<file path="config.mk">
export PLATFORM = sky130hd
export DESIGN_NAME = phase_osc_ring
export DESIGN_NICKNAME = d
export VERILOG_FILES = /design/src/rtl/osc_pkg.sv /design/src/rtl/osc_phase.sv /design/src/rtl/osc_shape.sv /design/src/rtl/phase_osc_ring.sv
export SDC_FILE = /design/constraint.sdc
export NUM_CORES = 1
export LEC_CHECK = 0
export ABC_AREA = 1
export BUFFER_PORTS_ARGS = -buffer_cell sky130_fd_sc_hd__buf_2
export CORE_MARGIN = 5
export CORE_UTILIZATION = 55
export CTS_BUF_LIST = sky130_fd_sc_hd__clkbuf_8
export DETAILED_ROUTE_END_ITERATION = 12
export GPL_ROUTABILITY_DRIVEN = 0
export GPL_TIMING_DRIVEN = 1
export PLACE_DENSITY = 0.94
export SYNTH_ARGS = -nofsm -noshare
export SYNTH_HDL_FRONTEND = slang
export SYNTH_SLANG_ARGS = --single-unit
</file>
<file path="constraint.sdc">
create_clock -name clk_i -period 2.4 [get_ports clk_i]
set_clock_uncertainty 0.2 [all_clocks]
set_input_delay 0.24 -clock clk_i [delete_from_list [all_inputs] [get_ports clk_i]]
set_output_delay 0.24 -clock clk_i [all_outputs]
set_load 0.05 [all_outputs]
</file>
<file path="src/rtl/osc_pkg.sv">
package osc_pkg;
   // Index of the oscillator d steps back around a ring of n.
   function automatic int ring_back(input int k, input int n, input int d);
      return (k + n - d) % n;
   endfunction
endpackage

</file>
<file path="src/rtl/osc_phase.sv">
module osc_phase #(
   parameter int ACC_W  = 24,
   parameter int FREQ_W = 16
) (
   input  logic             clk_i,
   input  logic             rst_i,
   input  logic             test_i,
   input  logic             sync_en_i,
   input  logic [FREQ_W-1:0] freq_i,
   input  logic             src_rise_c_i,
   input  logic             src_sync_en_i,
   input  logic             src2_rise_c_i,
   output logic [ACC_W-1:0] acc_o,
   output logic             rise_c_o,
   output logic             rise_o
);
   localparam int MSB = ACC_W - 1;
   localparam int PAD = ACC_W - FREQ_W;

   if (FREQ_W > ACC_W) begin : g_bad_w
      $error("osc_phase: FREQ_W must not exceed ACC_W");
   end

   logic [ACC_W-1:0] acc_q, sum;
   logic             rise_q, hit;

   assign sum      = acc_q + {{PAD{1'b0}}, freq_i};
   assign rise_c_o = !test_i && !acc_q[MSB] && sum[MSB];
   // Clear from the source, unless the source is itself being restarted.
   assign hit      = sync_en_i && src_rise_c_i && !(src_sync_en_i && src2_rise_c_i);

   always_ff @(posedge clk_i) begin
      if (rst_i) begin
         acc_q  <= '0;
         rise_q <= 1'b0;
      end else begin
         rise_q <= rise_c_o;
         if (test_i || hit) acc_q <= '0;
         else               acc_q <= sum;
      end
   end

   assign acc_o  = acc_q;
   assign rise_o = rise_q;

   a_r1_step: assert property (@(posedge clk_i) disable iff (rst_i)
      $past(!rst_i) && !$past(test_i) && !$past(hit) |-> acc_q == $past(sum));
   a_r2_test_zero: assert property (@(posedge clk_i) disable iff (rst_i)
      test_i |=> acc_q == '0);
   a_r3_rise_from_low: assert property (@(posedge clk_i) disable iff (rst_i)
      rise_q |-> $past(!acc_q[MSB]) && !$past(test_i));
   a_r4_sync_clear: assert property (@(posedge clk_i) disable iff (rst_i)
      hit |=> acc_q == '0);
endmodule

</file>
<file path="src/rtl/osc_shape.sv">
module osc_shape #(
   parameter int ACC_W     = 24,
   parameter int OUT_W     = 12,
   parameter bit PULSE_REG = 1'b1
) (
   input  logic             clk_i,
   input  logic             rst_i,
   input  logic             test_i,
   input  logic             ring_en_i,
   input  logic [ACC_W-1:0] acc_i,
   input  logic             src_msb_i,
   input  logic [OUT_W-1:0] pw_i,
   output logic [OUT_W-1:0] saw_o,
   output logic [OUT_W-1:0] tri_o,
   output logic [OUT_W-1:0] pulse_o
);
   localparam int MSB = ACC_W - 1;
   localparam int LO  = ACC_W - OUT_W;

   if (OUT_W > ACC_W || OUT_W < 2) begin : g_bad_w
      $error("osc_shape: OUT_W must be in 2..ACC_W");
   end

   logic [OUT_W-1:0] top;
   logic [OUT_W-2:0] body;
   logic             fold, cmp, pulse_bit;

   assign top   = acc_i[MSB:LO];
   assign saw_o = top;
   assign fold  = ring_en_i ? (acc_i[MSB] ^ ~src_msb_i) : acc_i[MSB];
   assign body  = top[OUT_W-2:0] ^ {(OUT_W-1){fold}};
   assign tri_o = {body, 1'b0};
   assign cmp   = (top >= pw_i);

   if (PULSE_REG) begin : g_pulse_reg
      logic pq;
      always_ff @(posedge clk_i) begin
         if (rst_i) pq <= 1'b0;
         else       pq <= cmp;
      end
      assign pulse_bit = pq;

      a_r9_pulse_late: assert property (@(posedge clk_i) disable iff (rst_i)
         !test_i && $past(!rst_i) |-> pulse_o == {OUT_W{$past(cmp)}});
   end else begin : g_pulse_comb
      assign pulse_bit = cmp;
   end

   assign pulse_o = test_i ? {OUT_W{1'b1}} : {OUT_W{pulse_bit}};

   a_r10_test_high: assert property (@(posedge clk_i) disable iff (rst_i)
      test_i |-> pulse_o == {OUT_W{1'b1}});
endmodule

</file>
<file path="src/rtl/phase_osc_ring.sv">
module phase_osc_ring #(
   parameter int N_OSC     = 3,
   parameter int ACC_W     = 24,
   parameter int FREQ_W    = 16,
   parameter int OUT_W     = 12,
   parameter bit PULSE_REG = 1'b1
) (
   input  logic                      clk_i,
   input  logic                      rst_i,
   input  logic [N_OSC-1:0]          test_i,
   input  logic [N_OSC-1:0]          sync_i,
   input  logic [N_OSC-1:0]          ring_i,
   input  logic [N_OSC*FREQ_W-1:0]   freq_i,
   input  logic [N_OSC*OUT_W-1:0]    pw_i,
   output logic [N_OSC*OUT_W-1:0]    saw_o,
   output logic [N_OSC*OUT_W-1:0]    tri_o,
   output logic [N_OSC*OUT_W-1:0]    pulse_o,
   output logic [N_OSC-1:0]          msb_rise_o,
   output logic [N_OSC-1:0]          msb_o
);
   localparam int MSB = ACC_W - 1;

   if (N_OSC < 2) begin : g_bad_n
      $error("phase_osc_ring: need at least two oscillators");
   end

   logic [ACC_W-1:0] acc   [N_OSC];
   logic [N_OSC-1:0] rise_c;

   for (genvar k = 0; k < N_OSC; k++) begin : g_osc
      localparam int SRC  = osc_pkg::ring_back(k, N_OSC, 1);
      localparam int SRC2 = osc_pkg::ring_back(k, N_OSC, 2);

      osc_phase #(.ACC_W(ACC_W), .FREQ_W(FREQ_W)) u_phase (
         .clk_i        (clk_i),
         .rst_i        (rst_i),
         .test_i       (test_i[k]),
         .sync_en_i    (sync_i[k]),
         .freq_i       (freq_i[k*FREQ_W +: FREQ_W]),
         .src_rise_c_i (rise_c[SRC]),
         .src_sync_en_i(sync_i[SRC]),
         .src2_rise_c_i(rise_c[SRC2]),
         .acc_o        (acc[k]),
         .rise_c_o     (rise_c[k]),
         .rise_o       (msb_rise_o[k])
      );

      osc_shape #(.ACC_W(ACC_W), .OUT_W(OUT_W), .PULSE_REG(PULSE_REG)) u_shape (
         .clk_i    (clk_i),
         .rst_i    (rst_i),
         .test_i   (test_i[k]),
         .ring_en_i(ring_i[k]),
         .acc_i    (acc[k]),
         .src_msb_i(acc[SRC][MSB]),
         .pw_i     (pw_i[k*OUT_W +: OUT_W]),
         .saw_o    (saw_o[k*OUT_W +: OUT_W]),
         .tri_o    (tri_o[k*OUT_W +: OUT_W]),
         .pulse_o  (pulse_o[k*OUT_W +: OUT_W])
      );

      assign msb_o[k] = acc[k][MSB];

      // a sync-enabled oscillator restarts when its predecessor rises alone.
      a_r12_ring_source: assert property (@(posedge clk_i) disable iff (rst_i)
         sync_i[k] && rise_c[SRC] && !sync_i[SRC] |=> acc[k] == '0);
   end
endmodule

</file>
==> results_dict.tcl, run 1 <==
set metrics [dict create \
    status "finished clean" \
    totalWireLength_mm 20.3 \
    synthFlopType "dfxtp_1" \
    crit_path_frequent_cell "nand2_1" \
    cts_buffer_depth 2 \
    core-area_um2 13300 \
    tritoncts "yes" \
    cp_cell_sequence "ha_2, nand2_1, nor2_2, nand2_1, nor2_1, nand2_1, nand3_2, nand2_2, o21ai_4, buf_12, nand2_4, nor2_1" \
    yosysTopAreaCell "dfxtp_1" \
    p_per_area_nw_per_um2 485 \
    worstSetupEndpointType "register" \
    port_buffers 205 \
    cts_htree_levels 3 \
    yosysMostFrequentCell "nand2_1" \
    max_freq_mhz 438 \
    start_util_pct 56.3 \
    timing.slew.headroom_pct 45.8 \
    grt_pass1_vias 6987 \
    p_seq_share_pct 33.4 \
    setup_tns_ps 0 \
    rsz0062_at_grt "yes" \
    worst-path-max-fanout 6 \
    max_stage_delay_ps 390 \
    grt_max_degree 25 \
    die_w_um 127 \
    antenna_found_initial 2 \
    timing.hold.ws_ps 32.9 \
    finalCriticalPeriod_ps 2280 \
    critPathLaunchType "register" \
    crit_family "simple AND/OR/NAND/NOR gates" \
    cp.required_ps 2500 \
    drc 0 \
    firstDrtPassIters 5 \
    finalSetupViolCount 0 \
    p_clk_share_pct 25.9 \
    drive_gt1_share_pct 25.6 \
    placed_area_um2 8260 \
    wl_per_cell_um 14.0 \
    synth-seq-cells 78 \
    via_count 7498 \
    min_path_type "input port to register" \
    switching_power_w 0.00171 \
    fin_util_pct 65.9 \
    ys_top_cells_by_count "216 x nand2_1, 178 x inv_1, 121 x nor2_1" \
    clkTransAtPathRegs_ps 90 \
    netlist.area_leader.share_pct 20.9 \
    first_iter_violations 549 \
    insertion_delay_ps 370 \
    p_leak_nw 4.96 \
    areaGrowthSynthToFinish_pct 17.0 \
    synth_cell_type_count 41 \
    ioPinCount 209 \
    clock-root-buffer "clkbuf_8" \
    hpwl_mm 15.9 \
    synthArstFlopShare_pct 0 \
    synth_area_leaders "dfxtp_1 21%, ha_1 14%, nand2_1 11%" \
    worst_ep_arrival_time_ps 2380 \
    grt_pass1_wl_mm 31.6 \
    cap_violations 0 \
    syn_avg_cell_area_um2 6.78 \
    slew_violations 0 \
    final_nets 1449 \
    viasPerCell 5.17 \
    dieArea_um2 16000 \
    rows 42 \
    die_y_um 127 \
    seq_area_frac_synth_pct 20.9 \
    fin_area_um2 8760 \
    pwr-share-comb_pct 40.7 \
    postRouteAntennaNets 0 \
    hold_viol_final 0 \
    synth_edf_count 0 \
    fillers 1132 \
    gr-total-overflow 0 \
    clock-sinks 78 \
    switching_share_pct 40.3 \
    peakVddDrop_mv 0.303 \
    power_w 0.00425 \
    worst-path-buf-inv 1 \
    critPathKind "register to register" \
    cpMaxStageDelayCell "ha_2" \
    mappedNetlistArea_um2 7490 \
    power.internal_w 0.00254 \
    numCtsBuffers 9 \
    min_period_over_period_pct 95.0 \
    synthCells 1105 \
    worst_pin_slew_ps 809 \
    ys_warn_count 0 \
    grt_usage_pct 23.5 \
]
[layout by cell type (no fill, tap or decap), types with 2 or more instances in the layout]
cell type      instances
a211oi_1               3
a21o_1                 3
a21oi_1               66
a21oi_2                2
and2_1                 2
and3_1                 2
buf_12                 4
buf_2                203
buf_4                 23
clkbuf_4               2
clkbuf_8              13
conb_1                 3
dfxtp_1               76
dfxtp_2                2
diode_2                2
dlygate4sd3_1          5
fa_1                   2
ha_1                  71
ha_2                   5
ha_4                   8
inv_1                179
nand2_1              212
nand2_2               15
nand2_4                5
nand3_1               48
nand3_2                3
nand3b_1               5
nand4_1               21
nor2_1               115
nor2_2                26
nor2_4                 2
nor3_1                14
o21ai_0               19
o21bai_1               2
o22ai_1                2
o31ai_1                3
or2_2                  7
xnor2_1               24
xor2_1                64
[per-layer routing]
layer  wire (um)  GRT usage, %
met4         647          9.40
met3        1360          3.66
met2       10300          42.9
met5           0             0
met1        8050          27.3
[sequential cells by signal, summed over array words and instances, names as in the netlist]
register / cells
g_osc.u_phase.acc_o: 72
g_osc.u_shape.g_pulse_reg.pq: 3
g_osc.u_phase.rise_o: 3
[cell type report]
type | instances | area, um^2 | area share (%)
Clock inverter | 3 | 41.3 | 0.471
Inverter | 178 | 668 | 7.62
Antenna cell | 2 | 5.00 | 0.0571
Sequential cell | 78 | 1560 | 17.8
Multi-Input combinational cell | 762 | 4740 | 54.1
Tap cell | 176 | 220 | 2.51
Timing Repair Buffer | 238 | 1350 | 15.3
Clock buffer | 13 | 179 | 2.04
[power groups by stage]
stage | clock network (W) | logic (W) | registers, W
2_1_floorplan | 0 | 0.00133 | 0.00143
3_3_place_gp | 0 | 0.00159 | 0.00144
4_1_cts | 0.00113 | 0.00166 | 0.00141
5_1_grt | 0.00118 | 0.00189 | 0.00143
3_5_place_dp | 0 | 0.00164 | 0.00144
6_report | 0.00110 | 0.00173 | 0.00142
[worst paths after layout]
path / start / cells after the start / endpoint / slack, ps
worst min-delay path: freq_i[32] / 4 / g_osc[2].u_phase.acc_o[0] / 30
worst max-delay path: g_osc[0].u_phase.acc_o[12] / 12 / g_osc[2].u_phase.acc_o[13] / 120
worst min register to register: g_osc[1].u_phase.acc_o[0] / 3 / g_osc[1].u_phase.acc_o[0] / 390
worst max register to register: g_osc[0].u_phase.acc_o[12] / 12 / g_osc[2].u_phase.acc_o[13] / 120
[tightest hold or removal path, stage by stage]
cell and delay (ps):
buf_2 80, ha_1 130, inv_1 40, nor2_1 80
[metrics by stage]
stage | setup WS (ps) | cells
finish | 119 | 1450
global route | -21.2 | 1450
CTS | 16.4 | 1443
detailed placement | 77.8 | 1422
global placement | 175 | 1422
floorplan | 158 | 1107
[cell families after synthesis]
logic type / synth area share, %
buffers and inverters: 18.4
XOR/XNOR: 10.3
other: 0.0501
flip-flops: 20.9
AND/OR/NAND/NOR: 28.1
AO/OA/AOI/OAI: 7.50
adder cells (fa/ha/maj): 14.8
[repair_timing]
| action | in CTS | in global routing |
|---|---|---|
| hold endpoints to repair | 4 | 0 |
| buffers inserted | 0 | 2 |
| setup endpoints to repair | 0 | 77 |
| hold buffers | 5 | 0 |
| resized for setup | 0 | 36 |
No activity file was read; power rests on OpenSTA's default activity.
==> inputs of run 2 (changes only) <==
- CORE_ASPECT_RATIO: unset -> 0.5
==> results_dict.tcl, run 2 (synthesis gave the netlist of run 1 again) <==
set metrics [dict create \
    port_buffers 205 \
    start_util_pct 55.7 \
    layout_commonest_cell "nand2_1" \
    regToRegSetupSlack_ps 80 \
    antenna_found_initial 0 \
    insertion_delay_ps 370 \
    tritoncts "yes" \
    placed_cells_incl_taps 1427 \
    drive_gt1_share_pct 26.1 \
    cp.required_ps 2490 \
    largest_reg_flops 72 \
    finalNonFillerCells 1452 \
    cap_violations 0 \
    timing.hold.ws_ps 24.7 \
    numCtsBuffers 9 \
    hpwl_mm 16.3 \
    cts_htree_levels 3 \
    postRouteAntennaNets 0 \
    cp_cell_sequence "ha_1, nand2_1, nor2_1, nand4_1, nand2_2, nand3_2, nand2_2, nand2_8, buf_12, nor2_1" \
    clock-sinks 78 \
    clock-root-buffer "clkbuf_8" \
    worst_ep_arrival_time_ps 2410 \
    gr-total-overflow 0 \
    grt_max_degree 25 \
    wl_per_cell_um 14.6 \
    max_freq_mhz 431 \
    via_count 7665 \
    core-area_um2 13400 \
    fillers 1122 \
    worst-path-max-fanout 13 \
    min_path_type "input port to register" \
    slew_violations 0 \
    status "finished clean" \
    antenna_cells 0 \
    multi_input_area_um2 4790 \
    timing.slew.headroom_pct 35.5 \
    totalWireLength_mm 21.2 \
    min_path_cells 4 \
    first_iter_violations 591 \
    critPathLaunchType "register" \
    worstSetupEndpointType "register" \
    areaGrowthSynthToFinish_pct 17.4 \
    hold_viol_final 0 \
    layout_common_cells "216 x nand2_1, 199 x buf_2, 178 x inv_1, 114 x nor2_1, 74 x dfxtp_1" \
    rows 30 \
    critPathKind "register to register" \
    reg2reg_from "g_osc[2].u_phase.acc_o[15]" \
    ioPinCount 209 \
    min_period_over_period_pct 96.6 \
    reg2regPathDepth 10 \
    worstReg2RegEnd "g_osc[1].u_phase.acc_o[0]" \
    hold_path_startpoint "freq_i[0]" \
    die_w_um 175 \
    grt_pass1_wl_mm 32.8 \
    finalSetupViolCount 0 \
    finalCriticalPeriod_ps 2320 \
    min_to "g_osc[0].u_phase.acc_o[0]" \
    final_nets 1453 \
    viasPerCell 5.28 \
    worst-path-buf-inv 1 \
    crit_family "simple AND/OR/NAND/NOR gates" \
    clkTransAtPathRegs_ps 100 \
    die_y_um 92.5 \
    peakVddDrop_mv 0.256 \
    drc 0 \
    p_leak_nw 4.96 \
    cpMaxStageDelayCell "ha_1" \
    p_per_area_nw_per_um2 468 \
    grt_usage_pct 23.8 \
    max_stage_delay_ps 420 \
    worst_pin_slew_ps 965 \
    power_w 0.00411 \
    firstDrtPassIters 5 \
    seqCellArea_um2 1570 \
    grt_pass1_vias 7401 \
    cts_buffer_depth 2 \
    dieArea_um2 16200 \
]
## run 2: changes by cell type in the layout (fill, tap and decap cells not counted), moves of 3 or more
cell | previous run | this run
buf_4 | 23 | 30
buf_2 | 203 | 199
clkbuf_8 | 13 | 9
ha_2 | 5 | 1
ha_4 | 8 | 12
nand2_1 | 212 | 216
nand2_2 | 15 | 11
a21oi_1 | 66 | 63
a21oi_2 | 2 | 5
clkbuf_4 | 2 | 5
clkinvlp_4 | 1 | 4
## run 2: worst max path at each step
| stage | from | endpoint | slack [ps] | cells after the start |
|---|---|---|---|---|
| after floorplan | g_osc[2].u_phase.acc_o[23] | tri_o[10] | 160 | 5 |
| after global placement | freq_i[18] | g_osc[2].u_phase.acc_o[22] | 100 | 13 |
| after detailed placement | freq_i[18] | g_osc[2].u_phase.acc_o[22] | 70 | 13 |
| after CTS | g_osc[2].u_phase.acc_o[23] | tri_o[11] | 2 | 6 |
| after global routing | g_osc[2].u_phase.acc_o[15] | g_osc[1].u_phase.acc_o[12] | -40 | 10 |
| final | g_osc[2].u_phase.acc_o[15] | g_osc[1].u_phase.acc_o[0] | 80 | 10 |
## run 2: final cells by class
class | count | share of cell area [%]
clock inverter | 7 | 0.583
tap | 176 | 2.50
clock buffer | 9 | 1.41
multi-input combinational | 762 | 54.5
sequential | 78 | 17.8
inverter | 178 | 7.60
timing repair buffer | 242 | 15.6
## run 2: per-stage QoR
step                      setup WS, ps  instance area [um^2]  TNS (ps)  utilization [%]
after global routing             -43.6                  8790      -613             65.4
final                             81.7                  8790         0             65.4
after CTS                         2.21                  8510         0             63.3
after global placement            96.9                  8300         0             61.8
after detailed placement          67.7                  8300         0             61.8
after floorplan                    158                  7490         0                -
## run 2: power by group
group          switching [W]  leakage [nW]  internal [W]
combinational        0.00117          4.24      0.000595
clock               0.000548        0.0793      0.000377
sequential         0.0000536         0.638       0.00137
## run 2: what timing repair did
| action | in CTS | in global routing |
|---|---|---|
| resized for setup | 0 | 47 |
| hold buffers | 3 | 0 |
| endpoints found under the setup margin | 0 | 98 |
| buffers inserted | 0 | 3 |
| endpoints found under the hold margin | 2 | 0 |
## run 2: worst register-to-register path: stages, from the launching register on
cell and delay [ps]:
dfxtp_1 360, ha_1 420, nand2_1 140, nor2_1 240, nand4_1 220, nand2_2 140, nand3_2 70, nand2_2 110
nand2_8 100, buf_12 180, nor2_1 90
## run 2: layer usage
metal / track usage (%) / up-vias / share of wire, %
li1: - / 3722 / -
met1: 25.9 / 3497 / 38
met2: 45.7 / 350 / 51
met3: 5.79 / 96 / 7.7
met4: 8.03 / 0 / 3.5
met5: 0 / - / 0
